==> src/rtl/cdr_loop.sv <==
module cdr_loop #(
  parameter int ACC_W      = 24,
  parameter int KI_SHIFT   = 6,
  parameter int LOCK_EDGES = 8
) (
  input  logic             clk,
  input  logic             rst_n,
  input  logic             loop_rst,
  input  logic             din,
  input  logic [ACC_W-1:0] freq_word,
  input  logic [2:0]       div_sel,
  input  logic [2:0]       kp_sel,
  input  logic [2:0]       ki_sel,
  input  logic [1:0]       clamp_sel,
  input  logic [1:0]       stop_sel,
  input  logic             free_run,
  input  logic             mid_sample,
  output logic             bit_clk,
  output logic             dout,
  output logic             locked
);
  localparam int MSB = ACC_W - 1;
  localparam int LW  = $clog2(LOCK_EDGES + 1);
  localparam logic [LW-1:0] LOCK_MAX = LW'(LOCK_EDGES);
  localparam logic signed [ACC_W-1:0] QTR = {2'b01, {(ACC_W-2){1'b0}}};

  logic [5:0]              pcnt, plim;
  logic [ACC_W-1:0]        acc, corr, acc_adv;
  logic signed [ACC_W-1:0] err, prop, idelta;
  logic signed [ACC_W:0]   integ, isum, isat, clampv;
  logic                    d_q;
  logic [3:0]              stop_cnt, stop_next, stop_lim;
  logic [LW-1:0]           good_cnt;
  logic                    step, trans, falls, rises, take, in_win, starved;

  always_comb begin
    case (div_sel)
      3'd0:    plim = 6'd1;
      3'd1:    plim = 6'd3;
      3'd2:    plim = 6'd7;
      3'd3:    plim = 6'd15;
      3'd4:    plim = 6'd19;
      3'd5:    plim = 6'd31;
      3'd6:    plim = 6'd39;
      default: plim = 6'd47;
    endcase
  end

  assign step    = pcnt >= plim;
  assign trans   = step && (din != d_q);
  assign err     = acc;
  assign prop    = err >>> kp_sel;
  assign idelta  = err >>> (ki_sel + KI_SHIFT);
  assign clampv  = $signed({1'b0, freq_word >> (3 + int'(clamp_sel))});
  assign isum    = integ - idelta;
  assign isat    = (isum > clampv) ? clampv : (isum < -clampv) ? -clampv : isum;
  assign corr    = free_run ? '0 : integ[MSB:0] - (trans ? $unsigned(prop) : '0);
  assign acc_adv = acc + freq_word + corr;
  assign falls   = step && acc[MSB] && !acc_adv[MSB];
  assign rises   = step && !acc[MSB] && acc_adv[MSB];
  assign take    = mid_sample ? rises : falls;
  assign in_win  = (err >= -QTR) && (err < QTR);

  assign stop_lim  = 4'd1 << stop_sel;
  assign stop_next = trans ? 4'd0 : falls ? stop_cnt + 4'd1 : stop_cnt;
  assign starved   = step && !free_run && (stop_sel != 2'd0) && (stop_next == stop_lim);

  always_ff @(posedge clk or negedge rst_n) begin
    if (!rst_n) begin
      pcnt <= '0; acc <= '0; integ <= '0; d_q <= 1'b0;
      stop_cnt <= '0; good_cnt <= '0; dout <= 1'b0;
    end else if (loop_rst) begin
      pcnt <= '0; acc <= '0; integ <= '0; d_q <= 1'b0;
      stop_cnt <= '0; good_cnt <= '0; dout <= 1'b0;
    end else begin
      pcnt <= step ? 6'd0 : pcnt + 6'd1;
      if (step) begin
        d_q <= din;
        if (take) dout <= din;
        if (starved) begin
          acc <= '0; integ <= '0; stop_cnt <= '0; good_cnt <= '0;
        end else if (free_run) begin
          acc <= acc_adv; integ <= '0; stop_cnt <= '0; good_cnt <= '0;
        end else begin
          acc      <= acc_adv;
          stop_cnt <= stop_next;
          if (trans) begin
            integ    <= isat;
            good_cnt <= !in_win ? '0 : (good_cnt == LOCK_MAX) ? good_cnt : good_cnt + 1'b1;
          end
        end
      end
    end
  end

  assign bit_clk = ~acc[MSB];
  assign locked  = good_cnt == LOCK_MAX;

  assert_step_R1: assert property (@(posedge clk) disable iff (!rst_n)
    step |=> pcnt == 6'd0) else $error("prescaler did not restart");

  assert_free_run_R2: assert property (@(posedge clk) disable iff (!rst_n)
    step && free_run && !loop_rst |=> acc == ACC_W'($past(acc) + $past(freq_word)))
    else $error("free-run step not nominal");

  assert_clamp_R4: assert property (@(posedge clk) disable iff (!rst_n)
    step && trans && !free_run && !loop_rst |=> (integ <= $past(clampv)) && (integ >= -$past(clampv)))
    else $error("integral beyond clamp");

  assert_dout_R5: assert property (@(posedge clk) disable iff (!rst_n)
    !$stable(dout) |-> $past(step) || $past(loop_rst))
    else $error("data changed off a step");

  assert_lock_R7: assert property (@(posedge clk) disable iff (!rst_n)
    $rose(locked) |-> $past(trans)) else $error("lock rose without an edge");

  assert_reset_R8: assert property (@(posedge clk) disable iff (!rst_n)
    loop_rst |=> acc == '0 && integ == '0 && !locked && !dout)
    else $error("manual reset incomplete");
endmodule

==> config.mk <==
export PLATFORM = sky130hd
export DESIGN_NAME = cdr_loop
export DESIGN_NICKNAME = d
export VERILOG_FILES = /design/src/rtl/cdr_loop.sv
export SDC_FILE = /design/constraint.sdc
export NUM_CORES = 1
export LEC_CHECK = 0
export BUFFER_PORTS_ARGS = -buffer_cell sky130_fd_sc_hd__buf_4
export CAP_MARGIN = 20
export CORE_AREA = 3 3 175 177
export CTS_CLUSTER_DIAMETER = 30
export DETAILED_ROUTE_END_ITERATION = 10
export DIE_AREA = 0 0 178 180
export HOLD_SLACK_MARGIN = 0.03
export PLACE_DENSITY = 0.57
export RECOVER_POWER = 50
export SYNTH_ARGS = -nofsm -noshare
export SYNTH_HDL_FRONTEND = slang
export SYNTH_SLANG_ARGS = --single-unit
==> constraint.sdc <==
create_clock -name clk -period 14.2 [get_ports clk]
set_input_delay 0 -clock clk [delete_from_list [all_inputs] [get_ports clk]]
set_output_delay 0 -clock clk [all_outputs]
set_load 0.02 [all_outputs]
==> impl_results.md <==
- Initial antenna violation count: 0
- Wire per inst: 19.04 um
- HP Class: in -> reg
- Syn_nets: 1634
- IO Pins: 46
- Final core occ: 42.44%
- Max incr delay on CP: 0.73 ns
- Max-slew violations: 66
- Tightest Pin Transition: 3.813 ns
- Setup bufs post-CTS: 0
- Via count: 10703
- Main area contributors after synthesis: dfrtp_1, ha_1, mux2i_1
- DR pass1 iterations: 5
- Clock Tree Buf Depth: 2
- CTS Root Cell: clkbuf_16
- Gr ovfl total: 0
- Vias per std cell: 5.849
- Sequential area share after synthesis: 14.06%
- Ys Warns: 0
- CTS tree: yes
- Cell Area, Synth: 0.01157 mm2
- Crit share post-route: a little under three quarters
- Skew final: between 0.008 and 0.009 ns
- Crit path kind: reg -> reg
- Failing checks: max-capacitance violations, max-slew violations
- Syn Area/Cell: 8.048 um2
- # clock sinks: 65
- Main synth FF type: dfrtp_1
- Final wirelength: 34850 um
- Count leader, synth: nand2_1
- Relative slew slack: -154.2%
- Worst setup EP type: flip-flop
- Global-route usage over all layers: between 20 and 25%
- Post-Synthesis Cells: about 1400
- Die Wd: between 150 and 200 um
- Clk pin slew, worst setup/hold paths: 0.06 ns
- Initial core utilization: 39.36%
- Placed Area: 0.01218 mm2
- Setup TNS: 0 ns
- #FFs+latches synth: 65
- Area leader, netlist: dfrtp_1
- Synth unique cells: 80
- Post-DP HPWL: about 28000 um
- Remaining antenna violation count after routing: 0
- Row count: 63
- Share of layout cells above drive strength 1: 11.60%
- P&R area growth vs syn: 7.828%
- DRT iter0 DRCs: between 700 and 800
- Final Hold Violating Endpoints: 0
- Total CTS buffers: 9
- Final Wtd Congestion: 0.9150
- Unrepaired setup endpoints after global routing: no
- Largest net degree at the start of global routing: 66
- Post-route cell area: 0.01248 mm2
- Critical-path top delay cell: o211a_2
- Finish-stage setup viols: 0
- Post-synth EDFFs: 0
- Hold Crit Start: freq_word[0]
- Worst skew pair latency: 0.35 ns
- Max-cap violations: 1
- FMAX: 99.37 MHz
- H-tree depth: 3
- Antenna cells: 0
- Crit Path Max Fanout: 34
- Nets: 1631
- CP startpoint: pcnt[3]$_DFF_PN0_
- Height of the die: 180 um
- Minimum clock period: 10.06 ns
- Die area: 0.03204 mm2
- Vias in the first global route: 10266
- WP data arrival: 10.28 ns
- Async SR Flop Fraction: 100.0%
- IO Port Bufs: 45
- Outcome: finished with violations
- WP data required: 14.41 ns
- Reg2Reg Launch Point: pcnt[3]$_DFF_PN0_
- Core ar.: 0.02940 mm2
- Area share of the largest cell type after synthesis: 14.06%
- Startpoint Class: flip-flop
- DRC viols: 0
- First-pass GRT wire length: roughly 56000 um
- Synth cell count leaders: nand2_1, nor2_1, ha_1
layout by cell type, fill, tap and decap left out, types with 30 or more instances in the layout:
cell	n
o21a_1	30
a21oi_1	104
o21ai_0	65
o211ai_1	40
a21o_1	30
xnor2_1	49
nor2_1	127
nor3_1	31
dfrtp_1	65
mux2_2	45
ha_1	127
inv_1	68
mux2i_1	55
nand2_1	145
buf_4	51
cells by family after synthesis:
logic type,count (synthesis),synth area share (%)
AOI/OAI and AO/OA,437,26.17
adders and majority gates,153,18.23
xor gates and xnor gates,74,5.719
muxes,120,12.96
buffers and inverters,141,4.865
DFF,65,14.06
and+or+nand+nor,448,18.00
worst max-delay path: cells and delay by family (launching register included):
family	cells	cell delay (ns)
flops	1	0.42
mux	2	0.64
simple gates	3	1.07
fa+ha+maj	4	1.42
compound gates	22	5.69
buf+inv	2	0.67
timing repair:
action | CTS | global route
hold endpoints to repair | 68 | 0
hold buffers | 3 | 0
resized for setup | 0 | 0
endpoints found under the setup margin | 0 | 0
path summary, 6_finish.rpt:
path                                         end  slack (ns)  cells past startpoint
max                        integ[10]$_DFFE_PN0P_        4.14                     33
min                           acc[0]$_DFFE_PN0P_        0.08                      4
max reg2reg                integ[10]$_DFFE_PN0P_        4.14                     33
min reg2reg                    pcnt[0]$_DFF_PN0_        0.51                      1
max in group asynchronous   integ[8]$_DFFE_PN0P_       10.53                      2
min in group asynchronous      pcnt[0]$_DFF_PN0_        1.52                      2
area by class of cell:
| cell class | count | area (um2) |
|---|---|---|
| fill | 3017 | 16920 |
| inverter | 70 | 262.8 |
| clock inverter | 6 | 43.79 |
| timing repair buffer | 57 | 435.4 |
| tap | 390 | 488.0 |
| multi-input combinational | 1232 | 9393 |
| sequential | 65 | 1627 |
| clock buffer | 10 | 229.0 |
metal layers:
| metal | wire, um | up-vias | part of all wire (%) | global-route usage, % |
|---|---|---|---|---|
| li1 | - | 5310 | - | - |
| met1 | 16060 | 5063 | 46 | 29.39 |
| met2 | 15900 | 266 | 46 | 34.88 |
| met3 | 1515 | 64 | 4.3 | 2.915 |
| met4 | 1377 | 0 | 4.0 | 8.168 |
| met5 | 0 | - | 0 | 0 |
stage by stage:
| step | cells | hold slack [ns] | worst slack [ns] |
|---|---|---|---|
| detailed placement | 1811 | 0.1762 | 4.316 |
| global route | 1830 | 0.08911 | 3.296 |
| floorplan | 1438 | -0.2956 | 5.766 |
| CTS | 1830 | 0.06912 | 4.260 |
| finish | 1830 | 0.08336 | 4.136 |
| global placement | 1810 | 0.1804 | 4.467 |
flip-flops by register name, summed over array words and instances, names as in the netlist:
register and count:
integ 25, acc 24, pcnt 6, good_cnt 4, stop_cnt 4, d_q 1
dout 1
Power is left out: the tool's default activity adds up to more than one toggle a clock period on the data nets, which glitch-free logic cannot reach.
